===== config.mk =====
export PLATFORM = sky130hd
export DESIGN_NAME = bin2bcd_iter
export DESIGN_NICKNAME = d
export VERILOG_FILES = /design/src/rtl/b2b_pkg.sv /design/src/rtl/b2b_adjust.sv /design/src/rtl/b2b_seq.sv /design/src/rtl/b2b_scratch.sv /design/src/rtl/bin2bcd_iter.sv
export SDC_FILE = /design/constraint.sdc
export NUM_CORES = 1
export LEC_CHECK = 0
export CORE_MARGIN = 10
export CORE_UTILIZATION = 40
export CTS_CLUSTER_SIZE = 10
export DETAILED_ROUTE_END_ITERATION = 10
export GPL_TIMING_DRIVEN = 0
export PLACE_DENSITY = 0.73
export SETUP_SLACK_MARGIN = 0.3
export SYNTH_ARGS = -nofsm -noshare
export SYNTH_HDL_FRONTEND = slang
export SYNTH_SLANG_ARGS = --single-unit

===== constraint.sdc =====
create_clock -name clk -period 2.1 [get_ports clk]
set_clock_uncertainty 0.2 [all_clocks]
set_input_delay 0.315 -clock clk [delete_from_list [all_inputs] [get_ports clk]]
set_output_delay 0.315 -clock clk [all_outputs]
set_load 0.02 [all_outputs]

===== src/rtl/b2b_pkg.sv =====
package b2b_pkg;

    // Decimal digits needed to hold any value of an n-bit word.
    function automatic int unsigned digits_for(input int unsigned n);
        return (n + 2) / 3;
    endfunction

    // Add-3 correction for a single decimal digit before it is doubled.
    function automatic logic [3:0] nibble_fix(input logic [3:0] d);
        return (d >= 4'd5) ? d + 4'd3 : d;
    endfunction

    // Per-step control from the sequencer to the datapath.
    typedef struct packed {
        logic load;   // capture operand, clear digit field
        logic step;   // perform one correct-and-shift
        logic last;   // this step is the final one
    } b2b_ctl_t;

    typedef enum logic {
        ST_IDLE = 1'b0,
        ST_RUN  = 1'b1
    } b2b_state_e;

endpackage


===== src/rtl/b2b_adjust.sv =====
module b2b_adjust
    import b2b_pkg::*;
#(
    parameter int unsigned DIG_N = 6
) (
    input  logic [4*DIG_N-1:0] dig_in,
    output logic [4*DIG_N-1:0] dig_out
);

    genvar g;
    generate
        for (g = 0; g < DIG_N; g++) begin : g_nib
            assign dig_out[4*g +: 4] = nibble_fix(dig_in[4*g +: 4]);
        end
    endgenerate

endmodule


===== src/rtl/b2b_seq.sv =====
module b2b_seq
    import b2b_pkg::*;
#(
    parameter int unsigned BIN_W = 16
) (
    input  logic     clk,
    input  logic     rst,
    input  logic     start,
    output b2b_ctl_t ctl,
    output logic     busy
);

    localparam int unsigned CNT_W = (BIN_W < 2) ? 1 : $clog2(BIN_W);
    localparam logic [CNT_W-1:0] LAST_IDX = CNT_W'(BIN_W - 1);

    b2b_state_e        state_q;
    logic [CNT_W-1:0]  idx_q;

    always_comb begin
        ctl.load = (state_q == ST_IDLE) && start;
        ctl.step = (state_q == ST_RUN);
        ctl.last = (state_q == ST_RUN) && (idx_q == LAST_IDX);
    end

    assign busy = (state_q == ST_RUN);

    always_ff @(posedge clk) begin
        if (rst) begin
            state_q <= ST_IDLE;
            idx_q   <= '0;
        end else if (ctl.load) begin
            state_q <= ST_RUN;
            idx_q   <= '0;
        end else if (ctl.step) begin
            idx_q <= idx_q + 1'b1;
            if (ctl.last) begin
                state_q <= ST_IDLE;
            end
        end
    end

endmodule


===== src/rtl/b2b_scratch.sv =====
module b2b_scratch
    import b2b_pkg::*;
#(
    parameter int unsigned BIN_W = 16,
    parameter int unsigned DIG_N = 6
) (
    input  logic                   clk,
    input  logic                   rst,
    input  b2b_ctl_t               ctl,
    input  logic [BIN_W-1:0]       bin_in,
    output logic [4*DIG_N-1:0]     dig_next
);

    localparam int unsigned BCD_W = 4 * DIG_N;
    localparam int unsigned SCR_W = BIN_W + BCD_W;

    logic [SCR_W-1:0] scr_q;
    logic [SCR_W-1:0] scr_fixed;
    logic [SCR_W-1:0] scr_shift;
    logic [BCD_W-1:0] dig_fixed;

    b2b_adjust #(.DIG_N(DIG_N)) u_adjust (
        .dig_in  (scr_q[SCR_W-1 -: BCD_W]),
        .dig_out (dig_fixed)
    );

    assign scr_fixed = {dig_fixed, scr_q[BIN_W-1:0]};
    assign scr_shift = {scr_fixed[SCR_W-2:0], 1'b0};
    assign dig_next  = scr_shift[SCR_W-1 -: BCD_W];

    always_ff @(posedge clk) begin
        if (rst) begin
            scr_q <= '0;
        end else if (ctl.load) begin
            scr_q <= {{BCD_W{1'b0}}, bin_in};
        end else if (ctl.step) begin
            scr_q <= scr_shift;
        end
    end

endmodule


===== src/rtl/bin2bcd_iter.sv =====
module bin2bcd_iter
    import b2b_pkg::*;
#(
    parameter int unsigned BIN_W = 16,
    localparam int unsigned DIG_N = (BIN_W + 2) / 3,
    localparam int unsigned BCD_W = 4 * DIG_N
) (
    input  logic             clk,
    input  logic             rst,
    input  logic             start,
    input  logic [BIN_W-1:0] bin_in,
    output logic [BCD_W-1:0] bcd_out,
    output logic             busy,
    output logic             done
);

    b2b_ctl_t          ctl;
    logic [BCD_W-1:0]  dig_next;

    b2b_seq #(.BIN_W(BIN_W)) u_seq (
        .clk   (clk),
        .rst   (rst),
        .start (start),
        .ctl   (ctl),
        .busy  (busy)
    );

    b2b_scratch #(.BIN_W(BIN_W), .DIG_N(DIG_N)) u_scratch (
        .clk      (clk),
        .rst      (rst),
        .ctl      (ctl),
        .bin_in   (bin_in),
        .dig_next (dig_next)
    );

    always_ff @(posedge clk) begin
        if (rst) begin
            bcd_out <= '0;
            done    <= 1'b0;
        end else begin
            done <= ctl.step && ctl.last;
            if (ctl.step && ctl.last) begin
                bcd_out <= dig_next;
            end
        end
    end

endmodule


* Yosys cells after proc, flatten, opt, wreduce, memory -nomap -nowiden
Cells that the tools add are included.
** Word-level totals
- Flip-flop bits (word level) :: 70
- Input port bits :: 19
- Output and inout port bits :: 26
- Logic and storage cells :: 37
** Cells by class
- Add/subtract/negate cells :: 7
- Order comparisons :: 6
- Equal/unequal tests :: 1
- Muxes and demuxes :: 11
- Bitwise operators :: 1
- Reductions and logical operators :: 5
** Operator list (number)
- two-way mux 16 bit :: 2
- greater-or-equal comparator 4 x 3 -> 1 bit, second input constant :: 6
- adder 4 x 2 -> 4 bit, second input constant :: 5
- two-way mux 4 bit :: 5
- adder 4 x 1 -> 4 bit, second input constant :: 1
- == test 4 bit, second input constant :: 1
- adder 3 x 2 -> 3 bit, second input constant :: 1
- logical AND 1 bit :: 3
- two-way mux 1 bit :: 3
- two-way mux 3 bit :: 1
- nonzero test 2 bit :: 1
- OR reduction 2 bit :: 1
- NOT 1 bit :: 1

* Logic depth before layout (Yosys ltp)
Gate-level depths: netlist of the first run.
- Word-level depth :: 5
- Depth in mapped cells :: 7
- Mapped depth without buffers :: 6

* Modules after synthesis
Synthesis of the first run repeated with hierarchy kept, for this count alone.
** Unflattened totals
- Cells, all modules :: 385
- Area total of the unflattened synthesis :: 3678.5 sq um
** By module, submodules not included
- b2b_scratch :: instances 1, cells each 151, area each 1672.9 sq um
- bin2bcd_iter :: instances 1, cells each 112, area each 1148.6 sq um
- b2b_adjust :: instances 1, cells each 96, area each 608.1 sq um
- b2b_seq :: instances 1, cells each 26, area each 249.0 sq um

* Worst setup path after synthesis of the first run
Ideal clock, no wire load.
- Path type :: reg2reg
- Start :: register u_scratch.scr_q[21]
- End :: register bcd_out[6]
- Data arrival time :: 1385 ps
- Required time :: 1833 ps
- Slack :: 448 ps
- Cell stages (with the launch flop) :: 7
- Cells stage by stage :: dfxtp_1 -> inv_1 -> ha_1 -> nand2b_1 -> a21oi_2 -> mux2_2 -> o21ai_2
** On the way
- Word-level cells in the longest chain between the ends :: 2
- Elaborated cells on any way between the ends :: 3
** RTL lines
- start: declaration :: RTL line b2b_scratch.sv:17 : logic [SCR_W-1:0] scr_q;
- start signal: assignment :: RTL line b2b_scratch.sv:35 : scr_q <= {{BCD_W{1'b0}}, bin_in};
- start signal: assignment :: RTL line b2b_scratch.sv:37 : scr_q <= scr_shift;
- adder 4 x 2 -> 4 bit / greater-or-equal comparator 4 x 3 -> 1 bit (equally long branches) :: RTL line b2b_pkg.sv:10 : return (d >= 4'd5) ? d + 4'd3 : d;
- two-way mux 4 bit (*) :: RTL line b2b_pkg.sv:10
- end signal: assignment :: RTL line bin2bcd_iter.sv:43 : bcd_out <= dig_next;
- end: declaration :: RTL line bin2bcd_iter.sv:12 : output logic [BCD_W-1:0] bcd_out,
Every way passes the cells marked *; elsewhere a longest branch is shown, timed or not.
A chain may end at the register's enable or synchronous reset.

* Worst setup path in the final report of the first run
- Start :: register u_scratch.scr_q[29]
- End :: register bcd_out[14]
Same word-level chain as after synthesis.

==> results of run 1 <==
==> where the power goes <==
part           internal [W]  switching, W  leakage, nW  total (W)
Combinational      0.000128      0.000166        0.976   0.000294
Clock              0.000675      0.000505        0.115    0.00118
Sequential          0.00136     0.0000214        0.570    0.00138
==> synth_stat cells, types with 7 or more instances <==
library cell  instances  share of area
o21ai_0              13          0.019
xnor2_1               7          0.018
nand2_1              46          0.051
dfxtp_1              70           0.42
o21ai_2              22          0.057
mux2i_1              19          0.057
nor2_1               46          0.051
inv_1                14          0.016
buf_6                 8          0.027
a21oi_1              37          0.055
ha_1                 13          0.048
nand2b_1              7          0.013
buf_2                 7          0.010
==> cells in the final DEF (no fill, tap or decap), types with 4 or more instances in the layout <==
master           instances
nor3_1                   4
clkbuf_8                13
o21ai_0                 13
a31oi_1                  5
xnor2_1                  7
nand2_1                 46
mux2i_1                 19
nor2_1                  46
clkdlybuf4s50_1         17
o21ai_1                  4
nor3b_1                  6
o22ai_1                  6
nor2b_1                  6
a21oi_1                 37
a21oi_2                  6
dlygate4sd2_1           25
ha_1                     7
o21ai_2                 22
inv_1                   14
nand3_1                  6
ha_2                     6
dfxtp_2                  6
dfxtp_1                 64
nand2b_1                 7
buf_4                    5
buf_2                    7
buf_6                    8
mux2_2                   4
==> registers in the layout (all words and copies together) (netlist names) <==
| register | cells |
|---|---|
| done | 1 |
| bcd_out | 24 |
| u_seq.idx_q | 4 |
| u_scratch.scr_q | 40 |
| u_seq.busy | 1 |
==> timing repair <==
action | CTS | global route
buffers inserted | 0 | 2
resized for setup | 25 | 15
pin swaps | 0 | 6
hold endpoints to repair | 0 | 0
hold buffers | 0 | 0
setup endpoints to repair | 25 | 15
==> logic make-up after synthesis <==
group | synth area share
xor gates and xnor gates | 0.02349
adders and majority gates | 0.04847
AOI/OAI and AO/OA | 0.2021
and+or+nand+nor | 0.1708
buffers and inverters | 0.06413
DFF | 0.4176
muxes | 0.07345
==> through the flow <==
| step | power, W | cell area (um2) | hold WS (ns) |
|---|---|---|---|
| 4_1_cts | 0.002870 | 4105 | 0.2542 |
| 3_3_place_gp | 0.001689 | 3918 | 0.2393 |
| 3_5_place_dp | 0.001699 | 3918 | 0.2448 |
| 5_1_grt | 0.002980 | 4146 | 0.2743 |
| 6_report | 0.002852 | 4146 | 0.2494 |
| 2_1_floorplan | 0.001603 | 3356 | 0.2579 |
==> worst max-delay path, delay by kind of cell, from the launching register on <==
kind                     cells  cell delay (ns)
AO/OA/AOI/OAI                2             0.31
multiplexers                 1             0.37
buffers and inverters        1             0.07
flip-flops                   1             0.35
AND/OR/NAND/NOR              1             0.16
adder cells (fa/ha/maj)      1             0.20
==> routing by layer <==
metal / vias to the layer above / routed length, um
met5: - / 0
met2: 49 / 3794
met1: 1288 / 3432
met4: 0 / 112
met3: 12 / 467
li1: 1416 / -
==> layout make-up <==
type | instances | area share
clock inverters | 3 | 0.009656
multi-input cells | 276 | 0.4231
inverters | 15 | 0.01358
repair buffers | 45 | 0.1005
flip-flops and latches | 70 | 0.3398
clock buffers | 13 | 0.04315
plain buffers | 21 | 0.03862
well taps | 105 | 0.03168
==> worst paths after layout <==
kind                                          start          end  slack, ns  cells past startpoint
worst min-delay path                    bcd_out[16]  bcd_out[16]       0.25                      2
worst max-delay path            u_scratch.scr_q[29]  bcd_out[14]       0.38                      6
worst min register to register          bcd_out[16]  bcd_out[16]       0.25                      2
worst max register to register  u_scratch.scr_q[29]  bcd_out[14]       0.38                      6
==> out/qor.yml, run 1 <==
fin_util: 0.5072
syn_avg_cell_area_um2: 8.785
dieHeight_um: 111.6
final_nets: 470
crit_arrival_ns: 1.82
core_um2: 8175
first_iter_violations: 77
met2_usage: 0.2098
grt_pass1_wl_um: 13050
yosys_register_bits: 70
io_pins: 45
syn_to_final_growth_pct: 23.56
setup_tns_ns: 0
syn_inst: 382
area.sequential_um2: 1409
clk_pin_slew_ns: 0.08
num_rows: 33
yosysWarnings: 0
dieArea_um2: 12450
path_cells: "inv_1 -> ha_1 -> nand2b_1 -> a21oi_2 -> mux2_2 -> o21ai_2"
antenna_found_initial: 0
die_w_um: 111.6
clock-root-buffer: "clkbuf_8"
cts_tree: "built"
period_needed_ns: 1.723
drc: 0
maxCapViolations: 0
overflow: 0
tightest_slew_ns: 0.5153
seq_area_frac_synth: 0.4176
netlist_area_um2: 3356
io_buffers: 43
stdcell_count: 548
max_freq_mhz: 580.5
setup_ws_ns: 0.3775
n_fill_cell: 780
cts_buffers: 9
start_util: 0.4105
numClockSinks: 70
synth_edf_count: 0
vias_per_cell: 5.046
grtUsageTotal: 0.1249
hp-class: "reg -> reg"
critPathMaxStageDelay_ns: 0.37
multi_input_area_um2: 1754
crit_required_ns: 2.20
outcome: "complete, no violations"
dpl.hpwl_um: 5492
final_antenna_net_count: 0
wl_per_cell_um: 14.24
setup_viol: 0
antennaDiodeCount: 0
pre_cts_ws_ns: 0.2423
async_reset_ff_frac: 0
syn-num-nets: 414
period_share: 0.8203
grt_max_degree: 12
worstPathMaxFanout: 4
use_met1: 0.1452
grt.busiest_layer: "met2"
htree_levels: 3
finalMaxSlewViolations: 0
hold_violations: 0
start_kind: "flop"
ys_types: 36
cellPowerDensity_nw_per_um2: 687.9
finalWirelength_um: 7806
slowest_stage: "mux2_2"
first_global_vias: 2824
ir_worst_vdd_v: 0.0004010
firstDrtPassIters: 4
drive_above_1_share: 0.2009
clk_latency_ns: 0.35
slew_headroom: 0.6565
dp.cells: 530
crit_type: "reg -> reg"
synth_ff_type: "dfxtp_1"
gp_congestion: 0.7957
leakage_nw: 1.662
cts.path.max_buffers: 2
cp-end-kind: "flop"
num_vias: 2765
met3_usage: 0.04294
rsz0062_at_grt: "true"
Power figures use the tool's default switching activity.
==> run 2, diff against run 1 <==
--- a/config.mk
+++ b/config.mk
@@ -10,7 +10,7 @@
 export CTS_CLUSTER_SIZE = 10
 export DETAILED_ROUTE_END_ITERATION = 10
 export GPL_TIMING_DRIVEN = 0
-export PLACE_DENSITY = 0.73
+export PLACE_DENSITY = 0.76
 export SETUP_SLACK_MARGIN = 0.3
 export SYNTH_ARGS = -nofsm -noshare
 export SYNTH_HDL_FRONTEND = slang
==> constraint.sdc (replaced) <==
create_clock -name clk -period 1.53 [get_ports clk]
set_clock_uncertainty 0.2 [all_clocks]
set_input_delay 0.2295 -clock clk [delete_from_list [all_inputs] [get_ports clk]]
set_output_delay 0.2295 -clock clk [all_outputs]
set_load 0.02 [all_outputs]
==> run 2 against run 1 <==
The run now ends with setup timing left; total power is 58% higher; sequential share of layout area shrank 11 points; die area did not move; register-to-register slack got worse by 0.50 ns; cell count rose by 16%; largest cell class unchanged; setup slack got worse by 0.50 ns; first-iteration DRC count increased to 3.4 times the previous value; global-route usage up 6.2 points; highest routed layer unchanged.
==> out/qor.yml, run 2 (synthesis gave the netlist of run 1 again) <==
first_iter_violations: 261  # +240%
r2r-end: "u_scratch.scr_q[38]"
crit_path_end: "u_scratch.scr_q[38]"
hold_buffers: 0  # unchanged
regMostFlops: "u_scratch.scr_q"
firstDrtPassIters: 5  # +1
met3_usage: 0.06173  # +0.01879
cp-startpoint: "u_scratch.scr_q[36]"
min_path_cells: 3  # +1
rr_worst_depth: 6  # unchanged
maxCapViolations: 0  # unchanged
layout.cells.most_common: "buf_4"
met2_usage: 0.3361  # +0.1262
cp-end-kind: "flop"
setup_viol: 38  # +38
rsz0062_at_grt: "true"
first_global_vias: 3738  # +32%
use_met1: 0.1840  # +0.03878
setup_tns_ns: -1.910  # -1.910 ns
antennaDiodeCount: 0  # unchanged
dp.cells: 530  # unchanged
grt_max_degree: 13  # +1
dieArea_um2: 12450  # unchanged
top_regs: "u_scratch.scr_q x40, bcd_out x24, u_seq.idx_q x4"
crit_arrival_ns: 1.70  # -0.12 ns
clk_latency_ns: 0.37  # +0.02 ns
stdcell_count: 638  # +16%
r2r_slack_ns: -0.12  # -0.50 ns
gp_congestion: 0.8261  # +3.8%
htree_levels: 3  # unchanged
slew_headroom: 0.7041  # +0.04760
start_util: 0.4105  # unchanged
tightest_slew_ns: 0.4409  # -0.07436 ns
hold_violations: 0  # unchanged
antenna_found_initial: 0  # unchanged
drive_above_1_share: 0.7036  # +0.5027
largest_register_ffs: 40  # unchanged
dieHeight_um: 111.6  # unchanged
worstPathMaxFanout: 3  # -1
finalMaxSlewViolations: 0  # unchanged
clk_pin_slew_ns: 0.08  # about the same
clock-root-buffer: "clkbuf_8"
violations: "setup timing"
ir_worst_vdd_v: 0.0006757  # +69%
drc: 0  # unchanged
cts.path.max_buffers: 2  # unchanged
grt_pass1_wl_um: 19030  # +46%
syn_to_final_growth_pct: 89.00
start_kind: "flop"
dpl.hpwl_um: 5928  # +7.9%
cts_buffers: 9  # unchanged
layout.cells.most_common_list: "buf_4, buf_6, nor2_1, dfxtp_2, dfxtp_1"
io_pins: 45  # unchanged
grt.busiest_layer: "met2"
period_share: 1.079  # +0.2588
core_um2: 8175  # unchanged
io_buffers: 43  # unchanged
grtUsageTotal: 0.1869  # +0.06206
leakage_nw: 2.528  # +52%
outcome: "complete, but fails checks"
numClockSinks: 70  # unchanged
crit_type: "reg -> reg"
p_total_w: 0.004516  # +58%
rr_startpoint: "u_scratch.scr_q[36]"
final_nets: 560  # +19%
setup_ws_ns: -0.1209  # -0.4984 ns
die_w_um: 111.6  # unchanged
num_vias: 3619  # +31%
hp-class: "in -> reg"
finalWirelength_um: 14010  # +79%
cts_tree: "built"
cellPowerDensity_nw_per_um2: 712.1  # +3.5%
period_needed_ns: 1.651  # -0.07161 ns
wl_per_cell_um: 21.96  # +54%
max_freq_mhz: 605.7  # +4.3%
num_rows: 33  # unchanged
vias_per_cell: 5.672  # +12%
overflow: 0  # unchanged
crit_required_ns: 1.58  # -0.62 ns
final_antenna_net_count: 0  # unchanged
run 2: cell types whose count changed in the layout (fill, tap and decap cells not counted), moves of 20 or more:
cell | previous run | this run
a21oi_1 | 37 | 8
a21oi_2 | 6 | 26
buf_4 | 5 | 62
buf_6 | 8 | 46
dfxtp_1 | 64 | 28
dfxtp_2 | 6 | 30
dlygate4sd2_1 | 25 | 0
run 2: how the worst min path moves through the flow:
stage	slack, ns	to	start
after floorplan	0.22	u_scratch.scr_q[0]	bin_in[0]
after global placement	0.23	bcd_out[6]	bcd_out[6]
after detailed placement	0.24	bcd_out[6]	bcd_out[6]
after CTS	0.12	u_seq.busy	start
after global routing	0.15	u_seq.busy	start
final	0.14	u_seq.busy	start
run 2: worst max-delay path, cell delays in order, from the launching register on:
cell      delay (ns)
dfxtp_4         0.40
inv_4           0.05
ha_4            0.26
inv_2           0.04
a21o_1          0.17
a222oi_1        0.33
nor3_2          0.08
run 2: where the power goes:
group / internal (W) / total, W / switching (W)
combinational: 0.000495 / 0.000944 / 0.000449
sequential: 0.00185 / 0.00190 / 0.0000486
clock: 0.000851 / 0.00167 / 0.000823
total: 0.00320 / 0.00452 / 0.00132
run 2: what timing repair did:
item                       in CTS  in global routing
gates resized for setup       302                 77
setup endpoints to repair      95                 96
gates cloned                    9                  1
buffers inserted               63                 19
pin swaps                      60                 65
run 2: final cells by class:
type | count | area (um2)
inverter | 15 | 103.9
tap | 105 | 131.4
multi-input combinational | 276 | 2651
sequential | 70 | 1484
clock buffer | 11 | 152.6
buffer | 21 | 315.3
fill | 475 | 1833
timing repair buffer | 135 | 1448
clock inverter | 5 | 56.30
run 2: through the flow:
| stage | utilization | hold WS (ns) | instance area [um2] | setup WS (ns) |
|---|---|---|---|---|
| 2_1_floorplan | - | 0.2248 | 3796 | 0.03238 |
| 4_1_cts | 0.7132 | 0.1183 | 5831 | -0.04449 |
| 3_5_place_dp | 0.5331 | 0.2411 | 4358 | -0.2832 |
| 5_1_grt | 0.7758 | 0.1492 | 6342 | -0.1436 |
| 3_3_place_gp | 0.5331 | 0.2347 | 4358 | -0.2523 |
| 6_report | 0.7758 | 0.1431 | 6342 | -0.1209 |
run 2: routing by layer:
| layer | wire (um) | part of all wire | up-vias |
|---|---|---|---|
| met5 | 0 | 0 | - |
| met4 | 797 | 0.057 | 0 |
| met3 | 1126 | 0.080 | 75 |
| met2 | 7151 | 0.51 | 211 |
| met1 | 4933 | 0.35 | 1720 |
| li1 | - | - | 1613 |
==> run 3, diff against run 2 <==
--- a/config.mk
+++ b/config.mk
@@ -5,12 +5,13 @@
 export SDC_FILE = /design/constraint.sdc
 export NUM_CORES = 1
 export LEC_CHECK = 0
+export ABC_CLOCK_PERIOD_IN_PS = 1530
 export CORE_MARGIN = 10
-export CORE_UTILIZATION = 40
+export CORE_UTILIZATION = 43
 export CTS_CLUSTER_SIZE = 10
 export DETAILED_ROUTE_END_ITERATION = 10
 export GPL_TIMING_DRIVEN = 0
-export PLACE_DENSITY = 0.76
+export PLACE_DENSITY = 0.79
 export SETUP_SLACK_MARGIN = 0.3
 export SYNTH_ARGS = -nofsm -noshare
 export SYNTH_HDL_FRONTEND = slang
==> run 3 against run 2 <==
Register-to-register slack about the same; hold slack better by 0.015 ns; first-iteration DRC count down 21%; clock power down 5%; global-route usage up 0.46 points; clock-buffer cell count unchanged; the flow still finishes with violations (setup timing); non-clock buffer count down 4; die area down 5.7%; cell count down 1.1%; critical path depth up 1; largest power group unchanged; setup slack better by 0.0083 ns; core utilization up 4.9 points.
==> out/qor.yml, run 3 (synthesis gave the netlist of run 1 again) <==
outcome: "complete, but fails checks"
violations: "setup timing"
dieArea_um2: 11740  # -5.7%
vias_per_cell: 5.555  # -2.1%
clock-root-buffer: "clkbuf_8"
n_fill_cell: 378  # -20%
period_needed_ns: 1.643  # -0.008330 ns
num_vias: 3505  # -3.2%
syn_to_final_growth_pct: 87.92
dieHeight_um: 108.3  # -2.9%
antenna_found_initial: 0  # unchanged
crit_arrival_ns: 1.68  # -0.02 ns
cp-end-kind: "flop"
stdcell_count: 631  # -1.1%
drc: 0  # unchanged
drive_above_1_share: 0.6994  # -0.004132
fin_util: 0.8246  # +0.04882
overflow: 0  # unchanged
layout.cells.most_common: "buf_4"
crit_type: "reg -> reg"
setup_viol: 35  # -7.9%
ir_worst_vdd_v: 0.0007026  # +4.0%
hold_start: "start"
start_kind: "flop"
firstDrtPassIters: 5  # unchanged
clk_latency_ns: 0.38  # about the same
largest_register_ffs: 40  # unchanged
max_freq_mhz: 608.8  # +0.51%
finalWirelength_um: 12960  # -7.5%
clk_pin_slew_ns: 0.08  # about the same
hp-class: "in -> reg"
hold_end: "u_scratch.scr_q[2]"
crit_required_ns: 1.57  # about the same
leakage_nw: 2.524  # -0.19%
io_buffers: 43  # unchanged
cellPowerDensity_nw_per_um2: 703.6  # -1.2%
cts_buffers: 9  # unchanged
grt_pass1_wl_um: 17580  # -7.6%
num_rows: 32  # -3.0%
cts_tree: "built"
gp_congestion: 0.8190  # -0.86%
antennaDiodeCount: 0  # unchanged
die_w_um: 108.3  # -2.9%
dp.cells: 527  # -0.57%
min_path_cells: 5  # +2
layout.cells.most_common_list: "buf_4, buf_6, dfxtp_2"
core_um2: 7647  # -6.5%
finalMaxSlewViolations: 0  # unchanged
tightest_slew_ns: 0.3839  # -0.05706 ns
final_antenna_net_count: 0  # unchanged
first_iter_violations: 206  # -21%
r2r-end: "u_scratch.scr_q[25]"
regMostFlops: "u_scratch.scr_q"
first_global_vias: 3539  # -5.3%
maxCapViolations: 0  # unchanged
io_pins: 45  # unchanged
grtUsageTotal: 0.1915  # +0.004596
dpl.hpwl_um: 5875  # -0.90%
final_nets: 556  # -0.71%
setup_ws_ns: -0.1126  # +0.008330 ns
hold_violations: 0  # unchanged
worstPathMaxFanout: 3  # unchanged
grt_max_degree: 14  # +1
rr_startpoint: "u_scratch.scr_q[25]"
start_util: 0.4388  # +0.02834
rsz0062_at_grt: "true"
slew_headroom: 0.7441  # +0.04001
cts.path.max_buffers: 2  # unchanged
htree_levels: 3  # unchanged
top_regs: "u_scratch.scr_q x40, bcd_out x24, u_seq.idx_q x4"
r2r_slack_ns: -0.11  # about the same
rr_worst_depth: 7  # +1
numClockSinks: 70  # unchanged
period_share: 1.074  # -0.005444
wl_per_cell_um: 20.54  # -6.5%
## run 3: changes by cell type in the layout (fill, tap and decap cells not counted), moves of 4 or more
cell       before  now
o22ai_2         5    1
nand3_1         2    6
clkbuf_16       2    8
o22ai_1         1    5
nor2_1         30   26
dfxtp_2        30   35
nor2_4         12   18
## run 3: critical path, cell delays in order (launching register included)
cell,delay [ns]
dfxtp_2,0.37
inv_4,0.06
ha_4,0.16
nand2b_4,0.14
a21oi_4,0.18
buf_4,0.15
xnor2_2,0.13
o22ai_1,0.13
## run 3: stage by stage
stage               TNS, ns  cell area (um2)  worst slack, ns  hold WS (ns)  total power [W]
floorplan                 0             3796          0.03238        0.2248         0.002281
global placement     -12.71             4354          -0.2454        0.2388         0.002403
detailed placement   -13.12             4354          -0.2550        0.2434         0.002419
CTS                 -0.2313             5756         -0.04435        0.1144         0.004229
global route         -3.025             6306          -0.1339        0.1741         0.004552
finish               -1.504             6306          -0.1126        0.1586         0.004437
## run 3: timing repair
action | 4_1_cts | 5_1_grt
hold buffers | 0 | 0
setup buffers | 62 | 14
pin swaps | 56 | 75
resized for setup | 290 | 88
gates cloned | 8 | 4
setup endpoints to repair | 95 | 96
## run 3: worst max path at each step
stage / start / end / slack, ns
2_1_floorplan: u_scratch.scr_q[21] / bcd_out[6] / 0.03
3_3_place_gp: rst / bcd_out[10] / -0.25
3_5_place_dp: rst / bcd_out[18] / -0.25
4_1_cts: u_scratch.scr_q[25] / bcd_out[10] / -0.04
5_1_grt: u_scratch.scr_q[25] / u_scratch.scr_q[25] / -0.13
6_report: u_scratch.scr_q[25] / u_scratch.scr_q[25] / -0.11
## run 3: final cells by class
class	instances	area, um2	share of cell area
plain buffers	21	350.3	0.05556
clock buffers	11	173.9	0.02758
clock inverters	5	33.78	0.005357
inverters	15	91.34	0.01448
multi-input cells	276	2631	0.4173
flip-flops and latches	70	1483	0.2351
well taps	102	127.6	0.02024
repair buffers	131	1415	0.2244
## run 3: where the power goes
| part | switching [W] | internal (W) |
|---|---|---|
| Combinational | 0.000447 | 0.000507 |
| Clock | 0.000795 | 0.000790 |
| Sequential | 0.0000464 | 0.00185 |
| Total | 0.00129 | 0.00315 |
## run 3: metal layers
layer / track usage / vias to the layer above / routed length [um]
met5: 0 / - / 0
met4: 0.09605 / 0 / 468
met3: 0.05354 / 39 / 760
met2: 0.3457 / 154 / 6834
met1: 0.1991 / 1709 / 4898
li1: - / 1603 / -
